**config.mk**
```make
export PLATFORM = sky130hd
export DESIGN_NAME = uart_fifo_dma_ctl
export DESIGN_NICKNAME = d
export VERILOG_FILES = /design/src/rtl/uart_fifo_dma_ctl.sv
export SDC_FILE = /design/constraint.sdc
export NUM_CORES = 1
export LEC_CHECK = 0
export BUFFER_PORTS_ARGS = -buffer_cell sky130_fd_sc_hd__buf_2
export CORE_ASPECT_RATIO = 1.75
export CORE_UTILIZATION = 35
export DETAILED_ROUTE_END_ITERATION = 7
export GPL_TIMING_DRIVEN = 0
export SLEW_MARGIN = 0
export SYNTH_ARGS = -nofsm -noshare
export SYNTH_HDL_FRONTEND = slang
export SYNTH_SLANG_ARGS = --single-unit
```
**constraint.sdc**
```tcl
create_clock -name clk -period 4.64 [get_ports clk]
set_clock_uncertainty 0.1 [all_clocks]
set_input_delay 0 -clock clk [delete_from_list [all_inputs] [get_ports clk]]
set_output_delay 0 -clock clk [all_outputs]
set_load 0.005 [all_outputs]
```
**src/rtl/uart_fifo_dma_ctl.sv**
```systemverilog
module uart_fifo_dma_ctl #(
  parameter int DW = 8,
  parameter int DEEP = 64,
  parameter int SHALLOW = 16,
  localparam int CW = $clog2(DEEP + 1),
  localparam int AW = $clog2(DEEP)
) (
  input  logic          clk,
  input  logic          rst_n,
  input  logic          ctl_we,
  input  logic [7:0]    ctl_wdata,
  input  logic          tx_push,
  input  logic [DW-1:0] tx_wdata,
  input  logic          tx_pop,
  output logic [DW-1:0] tx_rdata,
  output logic [CW-1:0] tx_count,
  input  logic          rx_push,
  input  logic [DW-1:0] rx_wdata,
  input  logic          rx_pop,
  output logic [DW-1:0] rx_rdata,
  output logic [CW-1:0] rx_count,
  output logic          rx_overrun,
  output logic          tx_rdy_n,
  output logic          rx_rdy_n,
  output logic          tx_irq,
  output logic          rx_irq
);

  logic          fifo_en, deep_sel, blk_sel, rx_blk;
  logic [1:0]    trig_sel;
  logic [CW-1:0] cap, trig;
  logic [AW-1:0] tx_wp, tx_rp, rx_wp, rx_rp;
  logic [DW-1:0] tx_mem [DEEP];
  logic [DW-1:0] rx_mem [DEEP];
  logic          ctl_unused;

  assign ctl_unused = ctl_wdata[4];

  wire cfg_chg  = ctl_we && (ctl_wdata[0] != fifo_en || ctl_wdata[5] != deep_sel);
  wire rx_clr   = ctl_we && (ctl_wdata[1] || cfg_chg);
  wire tx_clr   = ctl_we && (ctl_wdata[2] || cfg_chg);
  wire blk_mode = fifo_en && blk_sel;

  assign cap = !fifo_en ? CW'(1) : deep_sel ? CW'(DEEP) : CW'(SHALLOW);

  always_comb begin
    case (trig_sel)
      2'd0:    trig = CW'(1);
      2'd1:    trig = deep_sel ? CW'(DEEP / 4) : CW'(SHALLOW / 4);
      2'd2:    trig = deep_sel ? CW'(DEEP / 2) : CW'(SHALLOW / 2);
      default: trig = deep_sel ? CW'(DEEP - 8) : CW'(SHALLOW - 2);
    endcase
  end

  wire rx_pop_ok  = rx_pop && rx_count != '0;
  wire rx_push_ok = rx_push && (rx_count != cap || rx_pop_ok);
  wire tx_pop_ok  = tx_pop && tx_count != '0;
  wire tx_push_ok = tx_push && (tx_count != cap || tx_pop_ok);

  wire [CW-1:0] rx_cnt_nx = rx_clr ? '0 : rx_count + CW'(rx_push_ok) - CW'(rx_pop_ok);
  wire [CW-1:0] tx_cnt_nx = tx_clr ? '0 : tx_count + CW'(tx_push_ok) - CW'(tx_pop_ok);

  always_ff @(posedge clk or negedge rst_n) begin
    if (!rst_n) begin
      fifo_en    <= 1'b0;
      deep_sel   <= 1'b0;
      blk_sel    <= 1'b0;
      trig_sel   <= 2'd0;
      rx_count   <= '0;
      tx_count   <= '0;
      rx_wp      <= '0;
      rx_rp      <= '0;
      tx_wp      <= '0;
      tx_rp      <= '0;
      rx_overrun <= 1'b0;
      rx_blk     <= 1'b0;
    end else begin
      if (ctl_we) begin
        fifo_en  <= ctl_wdata[0];
        blk_sel  <= ctl_wdata[3];
        deep_sel <= ctl_wdata[5];
        trig_sel <= ctl_wdata[7:6];
      end
      rx_count <= rx_cnt_nx;
      tx_count <= tx_cnt_nx;
      rx_blk   <= (rx_cnt_nx >= trig) || (rx_blk && rx_cnt_nx != '0);
      if (rx_clr) begin
        rx_wp      <= '0;
        rx_rp      <= '0;
        rx_overrun <= 1'b0;
      end else begin
        if (rx_push_ok) rx_wp <= rx_wp + AW'(1);
        if (rx_pop_ok)  rx_rp <= rx_rp + AW'(1);
        if (rx_push && !rx_push_ok) rx_overrun <= 1'b1;
      end
      if (tx_clr) begin
        tx_wp <= '0;
        tx_rp <= '0;
      end else begin
        if (tx_push_ok) tx_wp <= tx_wp + AW'(1);
        if (tx_pop_ok)  tx_rp <= tx_rp + AW'(1);
      end
    end
  end

  always_ff @(posedge clk) begin
    if (rx_push_ok && !rx_clr) rx_mem[rx_wp] <= rx_wdata;
    if (tx_push_ok && !tx_clr) tx_mem[tx_wp] <= tx_wdata;
  end

  assign rx_rdata = rx_mem[rx_rp];
  assign tx_rdata = tx_mem[tx_rp];

  assign rx_rdy_n = blk_mode ? !rx_blk : (rx_count == '0);
  assign tx_rdy_n = blk_mode ? (tx_count == cap) : (tx_count != '0);
  assign rx_irq   = blk_mode ? (rx_count >= trig) : (rx_count != '0);
  assign tx_irq   = blk_mode ? (tx_count < trig) : (tx_count == '0);

endmodule

```
==> results.cfg, run 1 <==
[timing]
setup_viol = 0
relSlewSlack_pct = 4.06
post-route-period-util_pct = 97.3
hold_violations = 0
rsz0062_at_grt = false
fin_tns_setup_ns = 0
fmaxAchievable_mhz = 222
final-max-slew-violation-count = 0
tightest_slew_ns = 1.43
fin_crit_ns = 4.51

[synthesis]
syn-cell-area_um2 = 43100
synth-xor-area-share_pct = 0.548
ys_ff_latch = 1069
synthSimpleGateAreaFrac_pct = 4.24
synth.distinct_cells = 73
synth_fp_nets = 2320
synth_mux_area_share_pct = 14.4
yosys-top-cells-count = edfxtp_1 (1,024), mux4_2 (210), nor2_1 (192)
synth_compound_gate_area_share_pct = 3.77
yosysWarnings = 0
netlist.area_leader.share_pct = 71.3
synth_top_family_by_area = multiplexers
seq_area_frac_synth_pct = 73.9
synth_edf_count = 1024
synth_fa_ha_area_share_pct = 1.20
synth_area_leader_cell = edfxtp_1
postSynthCellCount = 2249
syn_area_per_cell_um2 = 19.2
ys_top_cells_by_area = edfxtp_1 (71%), mux4_2 (11%), mux2i_1 (2.9%)
synth_most_common_cell = edfxtp_1
synth-main-ff-cell = edfxtp_1
postSynth.asyncResetShare_pct = 4.21

[worst_setup_path]
crit_top_cell = buf_2
reg2reg_slack_ns = 0.28
worst_ep_arrival_time_ns = 4.41
crit_path_end_kind = output pin
cp-start-kind = flop
crit_type = flop to output pin
critical_path.cell_chain = buf_2 -> buf_2 -> buf_2 -> buf_2 -> mux2i_2 -> nor2_1 -> a2111oi_0 -> nor4_1 -> buf_2
crit_path_max_fanout = 10
worst_ep_required_time_ns = 4.54
path_buf_inv = 5
crit_path_top_delay_cell = a2111oi_0
cp_top_family = buffers and inverters
crit_path_max_incr_delay_ns = 0.60

[clocking]
path_clk_slew_ns = 0.07
clockBufferDepth = 3
root_buffer = clkbuf_16
cts_htree_levels = 3
numCtsBuffers = 102
insertion_delay_ns = 0.70
clock_sinks = 1069
cts_tree = yes

[job]
drv_cap = 0

[drt]
routed_wirelength_mm = 128
dr.first_iter.drc_count = 1936
drc = 0
ant_nets = 0
wire_per_inst_um = 30.6
vias = 22800
via_per_inst = 5.48
firstDrtPassIters = 7

[min_path]
holdCritPathClass = primary input to flop

[status]
status = completed

[power]
p_comb_share_pct = 23.7
sequentialPowerShare_pct = 42.9
intPower_mw = 18.0
p_sw_mw = 7.44
power_density_nw_per_um2 = 516
clockPowerShare_pct = 33.4
ir_drop_uv = 416
p_sw_share_pct = 29.3
power.leakage_nw = 15.5

[die]
die_w_um = 267
start_util_pct = 35.2
pin_count = 66
die_area_um2 = 125000
std_cell_rows = 170
core-area_um2 = 123000
die-height_um = 466

[place]
place.gp.congestion = 1.00
dp_hpwl_mm = 87.9
io_buffers = 64

[global_routing]
grt_max_degree = 65
grt_pass1_vias = 24000
gr-total-overflow = 0
antenna_found_initial = 2
grt_pass1_wl_mm = 178
track_usage_pct = 20.6

[finish]
drive_gt1_share_pct = 21.0
nets = 2522
finalCoreUtilization_pct = 40.2
area_growth_pct = 14.2
==> layout make-up <==
class                   count  area [µm²]
well taps                1634        2040
diodes                      1        2.50
multi-input cells        1035       10400
flip-flops and latches   1069       31900
plain buffers             115         729
repair buffers             99         688
fillers                 11000       73300
clock inverters            65         648
clock buffers             122        2710
inverters                  29         109
==> final timing paths <==
check	to	from	cells past startpoint
max	rx_rdata[0]	rx_rp[1]	9
min	rx_mem[22][6]	rx_wdata[6]	1
max reg2reg	rx_blk	rx_count[2]	18
min reg2reg	rx_blk	rx_blk	1
max in group asynchronous	rx_count[4]	rst_n	4
min in group asynchronous	rx_count[5]	rst_n	3
==> flip-flops by register name, summed over array words and instances (netlist names) <==
name	flops
rx_mem	512
tx_rp	6
deep_sel	1
rx_overrun	1
rx_count	7
tx_mem	512
tx_count	7
tx_wp	6
rx_blk	1
trig_sel	2
blk_sel	1
fifo_en	1
rx_rp	6
rx_wp	6
==> power by group through the flow <==
stage / clock network [mW] / logic [mW] / registers [mW]
6_report: 8.48 / 6.03 / 10.9
3_5_place_dp: 0 / 6.01 / 11.1
4_1_cts: 8.58 / 6.05 / 10.9
2_1_floorplan: 0 / 3.64 / 11.0
3_3_place_gp: 0 / 5.98 / 11.1
5_1_grt: 8.92 / 6.29 / 10.9
==> routing by layer <==
metal	track usage (%)	up-vias	part of all wire, %
met3	3.52	343	6.1
met5	0	-	0.0078
met1	21.2	11900	33
met2	37.1	1053	53
li1	-	9539	-
met4	15.3	2	8.0
==> cells by family (layout without fill, tap and decap cells) <==
kind of cell / count (synthesis) / count (layout)
compound gates: 234 / 234
xor+xnor: 27 / 27
fa+ha+maj: 40 / 40
buf+inv: 145 / 430
flops: 1069 / 1069
mux: 348 / 348
other cells: 0 / 1
simple gates: 386 / 386
==> what timing repair did <==
action / CTS / global route
pin swaps: 0 / 0
setup endpoints to repair: 2 / 2
hold buffers: 30 / 2
endpoints found under the hold margin: 85 / 128
resized for setup: 1 / 4
buffers inserted: 0 / 1
==> placed cells by master (no fill, tap or decap), types with 38 or more instances in the layout <==
cell       count
edfxtp_1    1024
buf_2        102
mux4_2       210
nor2_1       192
mux2i_1      122
ha_1          38
dfrtp_1       45
clkbuf_16    106
nand2_1       55
clkbuf_1      47
==> stage by stage <==
stage          setup WS (ns)  std cells  area (µm²)  hold WS [ns]  power (mW)
3_3_place_gp          0.0529       3947       45500         0.131        17.1
6_report               0.125       4169       49200        0.0574        25.4
4_1_cts               0.0423       4163       49200        0.0336        25.5
3_5_place_dp          0.0732       3947       45500         0.144        17.1
2_1_floorplan          0.760       2249       43100        -0.396        14.6
5_1_grt               0.0121       4168       49200        0.0835        26.1
(Power assumes the default switching activity.)
==> run 2, diff against run 1 <==
==> constraint.sdc (replaced) <==
create_clock -name clk -period 4.64 [get_ports clk]
set_clock_uncertainty 0.1 [all_clocks]
set_input_delay 0.696 -clock clk [delete_from_list [all_inputs] [get_ports clk]]
set_output_delay 0.696 -clock clk [all_outputs]
set_load 0.02 [all_outputs]
==> results.cfg, run 2 (same netlist as run 1, synthesis figures left out) <==
[clocking]
insertion_delay_ns = 0.70
cts_tree = yes
cts_htree_levels = 3
cts-hold-fix-buffers = 0
path_clk_slew_ns = 0.07
root_buffer = clkbuf_16
numCtsBuffers = 102
clockBufferDepth = 3
clock_sinks = 1069

[power]
clockPowerShare_pct = 33.1
p_sw_share_pct = 29.8
sequentialPowerShare_pct = 42.5
p_comb_share_pct = 24.4
power_density_nw_per_um2 = 523
intPower_mw = 18.0
power.leakage_nw = 15.4
p_sw_mw = 7.65
ir_drop_uv = 417

[die]
die-height_um = 466
pin_count = 66
core-area_um2 = 123000
std_cell_rows = 170
die_area_um2 = 125000
die_w_um = 267
start_util_pct = 35.2

[drt]
ant_nets = 0
via_per_inst = 5.52
wire_per_inst_um = 30.7
firstDrtPassIters = 5
routed_wirelength_mm = 127
vias = 22800
drc = 0
dr.first_iter.drc_count = 1989

[worst_setup_path]
r2r-start = rx_count[2]
worst_ep_arrival_time_ns = 3.90
cp-start-kind = flop
reg2reg_depth = 18
worst_ep_required_time_ns = 3.84
crit_type = flop to output pin
worstReg2RegEnd = rx_blk
crit_path_end_kind = output pin
crit_path_max_fanout = 10
reg2reg_slack_ns = 0.23

[timing]
tightest_slew_ns = 1.41
setup_viol = 2
relSlewSlack_pct = 5.18
fmaxAchievable_mhz = 213
post-route-period-util_pct = 101
rsz0062_at_grt = true
whs_ns = 0.132
postLayoutSetupSlackWorst_ns = -0.0551
fin_crit_ns = 4.70
hold_violations = 0
final-max-slew-violation-count = 0

[global_routing]
grt_pass1_wl_mm = 178
gr-total-overflow = 0
antenna_found_initial = 2
grt_max_degree = 65
grt_pass1_vias = 23800
track_usage_pct = 20.5

[finish]
largest_registers = rx_mem: 512 flops, tx_mem: 512 flops
drive_gt1_share_pct = 22.0
ff_latch_area_um2 = 31900
final_common_cell = edfxtp_1
nets = 2491
finish.instance_area_um2 = 49100
final_cell_mix = edfxtp_1 (1,024), mux4_2 (210), nor2_1 (192)
area_growth_pct = 13.7
nFillCells = 11000
multi_input_comb_area_um2 = 10500

[place]
dpl_cell_area_um2 = 45500
io_buffers = 64
place.gp.congestion = 1.00
dp_hpwl_mm = 87.9

[status]
status = finished, violations left
violations = negative setup slack

[min_path]
min-delay-start = ctl_wdata[6]
hold_path_end = trig_sel[0]
hold_depth = 2
holdCritPathClass = primary input to flop

[job]
drv_cap = 0
[run 2: how the worst max path moves through the flow]
stage | start | end | slack [ns] | cells after the start
finish | tx_rp[1] | tx_rdata[1] | -0.06 | 9
global route | rx_rp[2] | rx_rdata[5] | -0.05 | 9
CTS | rx_rp[1] | rx_rdata[3] | 0.0005 | 8
detailed placement | rx_rp[1] | rx_rdata[7] | 0.02 | 7
global placement | rx_count[2] | rx_blk | 0.05 | 18
floorplan | rx_count[2] | rx_blk | 0.63 | 18
[run 2: worst max-delay path, stage by stage (launching register included)]
cell and delay, ns:
dfrtp_1 0.37, buf_4 0.15, buf_6 0.18, clkbuf_1 0.99, mux4_2 0.44, mux2i_1 0.17
a21oi_1 0.12, o22ai_1 0.40, nor2_1 0.17, buf_2 0.20
[run 2: layer usage]
metal	track usage (%)	vias up	wire length, µm
li1	-	9485	-
met1	21.2	12000	42100
met3	3.41	347	7570
met4	15.3	2	10000
met5	0	-	13
met2	37.0	1032	67500
[run 2: timing repair]
item                                    4_1_cts  5_1_grt
endpoints found under the setup margin       16        9
gates resized for setup                      42       12
buffers inserted                              0        1
gates cloned                                  0        0
[run 2: power groups by stage]
stage | Sequential, mW | Combinational (mW) | Clock, mW
6_report | 10.9 | 6.25 | 8.50
5_1_grt | 10.9 | 6.51 | 8.92
4_1_cts | 10.9 | 6.26 | 8.58
3_5_place_dp | 11.1 | 6.18 | 0
3_3_place_gp | 11.1 | 6.15 | 0
2_1_floorplan | 11.1 | 3.75 | 0
[run 2: area by class of cell]
type,count,area share [%]
Clock buffer,122,5.53
Inverter,29,0.222
Tap cell,1634,4.17
Clock inverter,65,1.32
Timing Repair Buffer,67,0.750
Multi-Input combinational cell,1035,21.4
Sequential cell,1069,65.0
Buffer,116,1.61
Antenna cell,2,0.0102
[run 2: metrics by stage]
stage / util (%) / power [mW] / setup WS (ns) / setup TNS (ns) / std cells
after detailed placement: 37.1 / 17.3 / 0.0213 / 0 / 3947
after global placement: 37.1 / 17.2 / 0.0529 / 0 / 3947
after global routing: 40.0 / 26.3 / -0.0490 / -0.0490 / 4137
final: 40.0 / 25.6 / -0.0551 / -0.0801 / 4139
after floorplan: - / 14.8 / 0.629 / 0 / 2249
after CTS: 40.0 / 25.7 / 0.000523 / 0 / 4134
